<file path="src/rtl/pcnt_pkg.sv">
package pcnt_pkg;
  localparam int SEG_W = 8;
  localparam int BCD_W = 4;
  typedef logic [BCD_W-1:0] bcd_t;
  typedef logic [SEG_W-1:0] seg_t;
endpackage

</file>
<file path="src/rtl/tick_div.sv">
module tick_div #(
  parameter int N = 1000
) (
  input  logic clk_i,
  input  logic rst_ni,
  input  logic en_i,
  output logic tick_o
);
  localparam int W = (N > 1) ? $clog2(N) : 1;

  logic [W-1:0] cnt_q;
  logic         last;

  assign last   = (cnt_q == W'(N - 1));
  assign tick_o = en_i & last;

  always_ff @(posedge clk_i or negedge rst_ni) begin
    if (!rst_ni)   cnt_q <= '0;
    else if (en_i) cnt_q <= last ? '0 : cnt_q + 1'b1;
  end

  // phase frozen while disabled
  assert_phase_hold_R7: assert property (@(posedge clk_i) disable iff (!rst_ni)
    !en_i |=> $stable(cnt_q));

  generate
    if (N > 1) begin : g_gap
      assert_tick_gap_R3: assert property (@(posedge clk_i) disable iff (!rst_ni)
        tick_o |=> !tick_o);
    end
  endgenerate
endmodule

</file>
<file path="src/rtl/btn_debounce.sv">
module btn_debounce #(
  parameter int DB = 16
) (
  input  logic clk_i,
  input  logic rst_ni,
  input  logic raw_i,
  output logic press_o
);
  localparam int CW = $clog2(DB + 1);

  logic          s1_q, s2_q, lvl_q;
  logic [CW-1:0] cnt_q;
  logic          full;

  assign full    = (cnt_q == CW'(DB - 1));
  assign press_o = s2_q & ~lvl_q & full;

  always_ff @(posedge clk_i or negedge rst_ni) begin
    if (!rst_ni) begin
      s1_q  <= 1'b0;
      s2_q  <= 1'b0;
      lvl_q <= 1'b0;
      cnt_q <= '0;
    end else begin
      s1_q <= raw_i;
      s2_q <= s1_q;
      if (s2_q != lvl_q) begin
        if (full) begin
          lvl_q <= s2_q;
          cnt_q <= '0;
        end else begin
          cnt_q <= cnt_q + 1'b1;
        end
      end else begin
        cnt_q <= '0;
      end
    end
  end

  assert_level_gate_R5: assert property (@(posedge clk_i) disable iff (!rst_ni)
    !((s2_q != lvl_q) && full) |=> $stable(lvl_q));
  assert_single_press_R6: assert property (@(posedge clk_i) disable iff (!rst_ni)
    press_o |=> !press_o && lvl_q);
endmodule

</file>
<file path="src/rtl/bcd_digit.sv">
module bcd_digit
  import pcnt_pkg::*;
(
  input  logic clk_i,
  input  logic rst_ni,
  input  logic inc_i,
  output bcd_t val_o,
  output logic carry_o
);
  bcd_t val_q;
  logic top;

  assign top     = (val_q == bcd_t'(9));
  assign carry_o = inc_i & top;
  assign val_o   = val_q;

  always_ff @(posedge clk_i or negedge rst_ni) begin
    if (!rst_ni)    val_q <= '0;
    else if (inc_i) val_q <= top ? '0 : val_q + 1'b1;
  end

  assert_digit_range_R2: assert property (@(posedge clk_i) disable iff (!rst_ni)
    val_q <= bcd_t'(9));
  assert_digit_step_R3: assert property (@(posedge clk_i) disable iff (!rst_ni)
    (inc_i && val_q != bcd_t'(9)) |=> val_q == $past(val_q) + 4'd1);
  assert_digit_wrap_R4: assert property (@(posedge clk_i) disable iff (!rst_ni)
    (inc_i && val_q == bcd_t'(9)) |=> val_q == '0);
  assert_digit_hold_R7: assert property (@(posedge clk_i) disable iff (!rst_ni)
    !inc_i |=> $stable(val_q));
endmodule

</file>
<file path="src/rtl/seg_decode.sv">
module seg_decode
  import pcnt_pkg::*;
(
  input  bcd_t code_i,
  output seg_t seg_o
);
  logic [6:0] g;  // {g,f,e,d,c,b,a}

  always_comb begin
    unique case (code_i)
      4'h0: g = 7'h3F;
      4'h1: g = 7'h06;
      4'h2: g = 7'h5B;
      4'h3: g = 7'h4F;
      4'h4: g = 7'h66;
      4'h5: g = 7'h6D;
      4'h6: g = 7'h7D;
      4'h7: g = 7'h07;
      4'h8: g = 7'h7F;
      4'h9: g = 7'h6F;
      4'hA: g = 7'h77;
      4'hB: g = 7'h7C;
      4'hC: g = 7'h39;
      4'hD: g = 7'h5E;
      4'hE: g = 7'h79;
      default: g = 7'h71;
    endcase
  end

  assign seg_o = {1'b0, g};
endmodule

</file>
<file path="src/rtl/pause_counter_top.sv">
module pause_counter_top
  import pcnt_pkg::*;
#(
  parameter int DIGITS      = 4,
  parameter int TICK_CYCLES = 1_000_000,
  parameter int DB_CYCLES   = 20_000
) (
  input  logic                    clk_i,
  input  logic                    rst_ni,
  input  logic                    btn_i,
  output logic [DIGITS*SEG_W-1:0] seg_o,
  output logic [DIGITS*BCD_W-1:0] bcd_o
);
  logic              run_q;
  logic              press;
  logic              tick;
  logic [DIGITS:0]   inc;

  btn_debounce #(.DB(DB_CYCLES)) u_db (
    .clk_i   (clk_i),
    .rst_ni  (rst_ni),
    .raw_i   (btn_i),
    .press_o (press)
  );

  always_ff @(posedge clk_i or negedge rst_ni) begin
    if (!rst_ni)    run_q <= 1'b1;
    else if (press) run_q <= ~run_q;
  end

  tick_div #(.N(TICK_CYCLES)) u_div (
    .clk_i  (clk_i),
    .rst_ni (rst_ni),
    .en_i   (run_q),
    .tick_o (tick)
  );

  assign inc[0] = tick;

  generate
    for (genvar i = 0; i < DIGITS; i++) begin : g_dig
      bcd_t d;
      bcd_digit u_cnt (
        .clk_i   (clk_i),
        .rst_ni  (rst_ni),
        .inc_i   (inc[i]),
        .val_o   (d),
        .carry_o (inc[i+1])
      );
      seg_decode u_dec (
        .code_i (d),
        .seg_o  (seg_o[i*SEG_W +: SEG_W])
      );
      assign bcd_o[i*BCD_W +: BCD_W] = d;
    end
  endgenerate

  assert_pause_hold_R7: assert property (@(posedge clk_i) disable iff (!rst_ni)
    !run_q |=> $stable(bcd_o));
  assert_toggle_R6: assert property (@(posedge clk_i) disable iff (!rst_ni)
    press |=> run_q != $past(run_q));
  assert_full_wrap_R4: assert property (@(posedge clk_i) disable iff (!rst_ni)
    inc[DIGITS] |=> bcd_o == '0);
endmodule

</file>
<file path="config.mk">
export PLATFORM = sky130hd
export DESIGN_NAME = pause_counter_top
export DESIGN_NICKNAME = d
export VERILOG_FILES = /design/src/rtl/pcnt_pkg.sv /design/src/rtl/tick_div.sv /design/src/rtl/btn_debounce.sv /design/src/rtl/bcd_digit.sv /design/src/rtl/seg_decode.sv /design/src/rtl/pause_counter_top.sv
export SDC_FILE = /design/constraint.sdc
export NUM_CORES = 1
export LEC_CHECK = 0
export ABC_AREA = 1
export BUFFER_PORTS_ARGS = -buffer_cell sky130_fd_sc_hd__clkbuf_2
export CORE_MARGIN = 5
export CORE_UTILIZATION = 35
export CTS_CLUSTER_SIZE = 8
export DETAILED_ROUTE_END_ITERATION = 6
export SYNTH_ARGS = -nofsm -noshare
export SYNTH_HDL_FRONTEND = slang
export SYNTH_HIERARCHICAL = 1
export SYNTH_SLANG_ARGS = --single-unit
</file>
<file path="constraint.sdc">
create_clock -name clk_i -period 4.39 [get_ports clk_i]
set_input_delay 0.439 -clock clk_i [delete_from_list [all_inputs] [get_ports clk_i]]
set_output_delay 0.439 -clock clk_i [all_outputs]
set_load 0.03 [all_outputs]
</file>
==> summary.txt <==
Run status
  • Run status: complete, no violations

Power and ir drop
  • Cell Pwr Density: 211 nW/um^2
  • P_leak: 0.00236 uW
  • Worst vdd ir: 0.154 mV

Setup path
  • CP arrival: 3250 ps
  • R2R Setup Slk: 1330 ps
  • Worst-case reg-to-reg path depth: 18
  • Crit path from: run_q$_DFFE_PN1P_
  • Crit Path Class: reg2reg
  • CP Launch Type: flip-flop
  • Crit-path max FO: 16
  • Worst endpoint required time: 4570 ps
  • RR Endpoint: g_dig[3].u_cnt/val_o[1]$_DFFE_PN0P_
  • Origin of the critical flop-to-flop path: run_q$_DFFE_PN1P_
  • Crit end category: flip-flop
  • End point of the critical path: g_dig[3].u_cnt/val_o[1]$_DFFE_PN0P_

Timing
  • Final Critical Period: 3060 ps
  • Final Cycle Share: 69.8%
  • Post-Route Setup TNS: 0 ps
  • Worst Slack Setup Final: 1330 ps
  • RSZ-0062 raised after global routing: false
  • Max-slew headroom: 53.1%
  • Worst Tran Pin Value: 703 ps
  • Final setup violating endpoints: 0
  • Final hold viol count: 0
  • Slew Limit Fails: 0
  • Max frequency: 0.326 GHz
  • Clock skew: 6.50 ps

GRT
  • GRT Residual Overflow: 0
  • Tot GR Track Use: 12.5%
  • First-pass GRT wire length: 15.6 mm
  • Initial antenna violation count: 0
  • Largest net degree at the start of global routing: 56
  • Vias in the first global route: 3,571

Clocking
  • CTS Root Cell: clkbuf_16
  • Clk Latency, worst-skew pair: 290 ps
  • CTS tree: yes
  • CTS buffer count: 5
  • Sink Count: 55
  • Clk slew on worst S/H paths: 70 ps
  • Hold-fix buffers, CTS: 0
  • H-Tree Depth: 2
  • Total setup buffers inserted after CTS: 0
  • Clock Path Buffers: 2
  • Resize count post-CTS: 0

Placement
  • Place WS: 1320 ps
  • DP Wirelength: 6.62 mm
  • Final Wtd Congestion: 0.869
  • Post-DP Area: 4560 um^2
  • Port buffer count: 46
  • Dpl cells: 827

Die
  • Starting Density: 35.3%
  • Die Width: 120 um
  • Die area: 14,300 um^2
  • Die H: 120 um
  • Row count: 40
  • Ports: 51
  • Core Region: 11,900 um^2

Route
  • Vias per Instance: 4.57
  • DRT iter0 DRCs: 149
  • Wire length per cell: 10.4 um
  • Drc violations: 0
  • DRT Wirelength: 8.67 mm
  • DRT Pass-1 Iters: 4
  • Vias: 3,818
  • Final ANT Viol Nets: 0

Job
  • Max-cap violations: 0

Synth
  • Post-Syn Nets: 676
  • Cells after Synth: 642
  • Synthesized area: 4210 um^2
  • Syn Area/Cell: 6.55 um^2
  • Yosys warning total: 6

Finish
  • Finished Cell Area: 4740 um^2
  • Final non-filler cell total: 835
  • Area growth from synthesis to layout: 12.6%
  • Fill cell count: 1,253
  • Antenna cells: 0
  • Layout cells sized above 1: 15.7%
  • Final Net Count: 721
  • Post-layout util: 39.8%

Hold path
  • Hold crit path type: in2reg
==> flip-flops by register name, indices dropped and copies added (netlist names) <==
signal and cells:
u_db/s1_q 1, u_db/s2_q 1, u_div/cnt_q 20, u_db/cnt_q 15
u_db/lvl_q 1, g_dig.u_cnt/val_o 16, run_q 1
==> stage by stage <==
stage / hold slack (ps) / total power, uW
after CTS: 246 / 1020
after detailed placement: 342 / 547
after floorplan: 143 / 535
after global placement: 338 / 546
after global routing: 255 / 1040
final: 250 / 999
==> worst max-delay path, stage by stage, from the launching register on <==
cell	delay (ps)
dfstp_2	720
inv_2	170
nor3_1	580
nand2_2	130
inv_2	90
nand2_1	60
inv_1	130
nand2_2	80
inv_2	80
nand2_1	70
inv_1	130
nand2_2	80
inv_2	70
nand2_1	70
inv_1	140
nand2_2	90
inv_2	80
nand2_1	60
o21a_1	120
==> cell usage in the layout (no fill, tap or decap) <==
master / count
nor2_2: 13
nand2_1: 231
nand2_2: 15
o21a_1: 4
bufinv_16: 1
nand3_1: 39
inv_1: 81
nor2_4: 7
a21oi_1: 11
xor2_1: 6
inv_2: 15
nor3_1: 4
clkinv_2: 1
ha_1: 31
clkbuf_16: 5
xnor2_1: 2
o21ai_1: 1
buf_4: 1
o21ai_0: 10
dfrtp_1: 54
conb_1: 4
nor2_1: 83
nor3b_1: 1
dfstp_2: 1
nand4_1: 15
o22ai_1: 1
or2_1: 1
clkbuf_8: 1
nand3_2: 2
o21bai_1: 1
clkbuf_2: 46
==> routing by layer <==
layer | global-route usage [%] | part of all wire, % | up-vias
met1 | 16.2 | 48 | 1708
met4 | 2.15 | 0.59 | 0
met3 | 1.93 | 3.7 | 5
met5 | 0 | 0 | -
li1 | - | - | 2040
met2 | 22.1 | 47 | 65
==> layout make-up <==
type / count / area [um^2] / share of cell area, %
multi-input combinational: 482 / 2400 / 50.7
sequential: 55 / 1380 / 29.1
inverter: 96 / 360 / 7.61
timing repair buffer: 47 / 238 / 5.02
tap: 147 / 184 / 3.88
clock buffer: 6 / 139 / 2.93
clock inverter: 2 / 35.0 / 0.740
==> worst min path at each step <==
stage	startpoint	endpoint	slack, ps	depth (start not counted)
4_1_cts	btn_i	u_db/s1_q$_DFF_PN0_	250	1
6_report	btn_i	u_db/s1_q$_DFF_PN0_	250	1
3_5_place_dp	u_db/s1_q$_DFF_PN0_	u_db/s2_q$_DFF_PN0_	340	0
3_3_place_gp	u_db/s1_q$_DFF_PN0_	u_db/s2_q$_DFF_PN0_	340	0
2_1_floorplan	rst_ni	g_dig[0].u_cnt/val_o[0]$_DFFE_PN0P_	140	0
5_1_grt	btn_i	u_db/s1_q$_DFF_PN0_	260	1
==> where the power goes <==
part / internal [uW] / leakage [uW] / total, uW / switching (uW)
clock: 284 / 0.0000868 / 464 / 180
sequential: 509 / 0.000758 / 512 / 2.50
combinational: 3.97 / 0.00152 / 23.6 / 19.6
No activity file was read; power rests on OpenSTA's default activity.
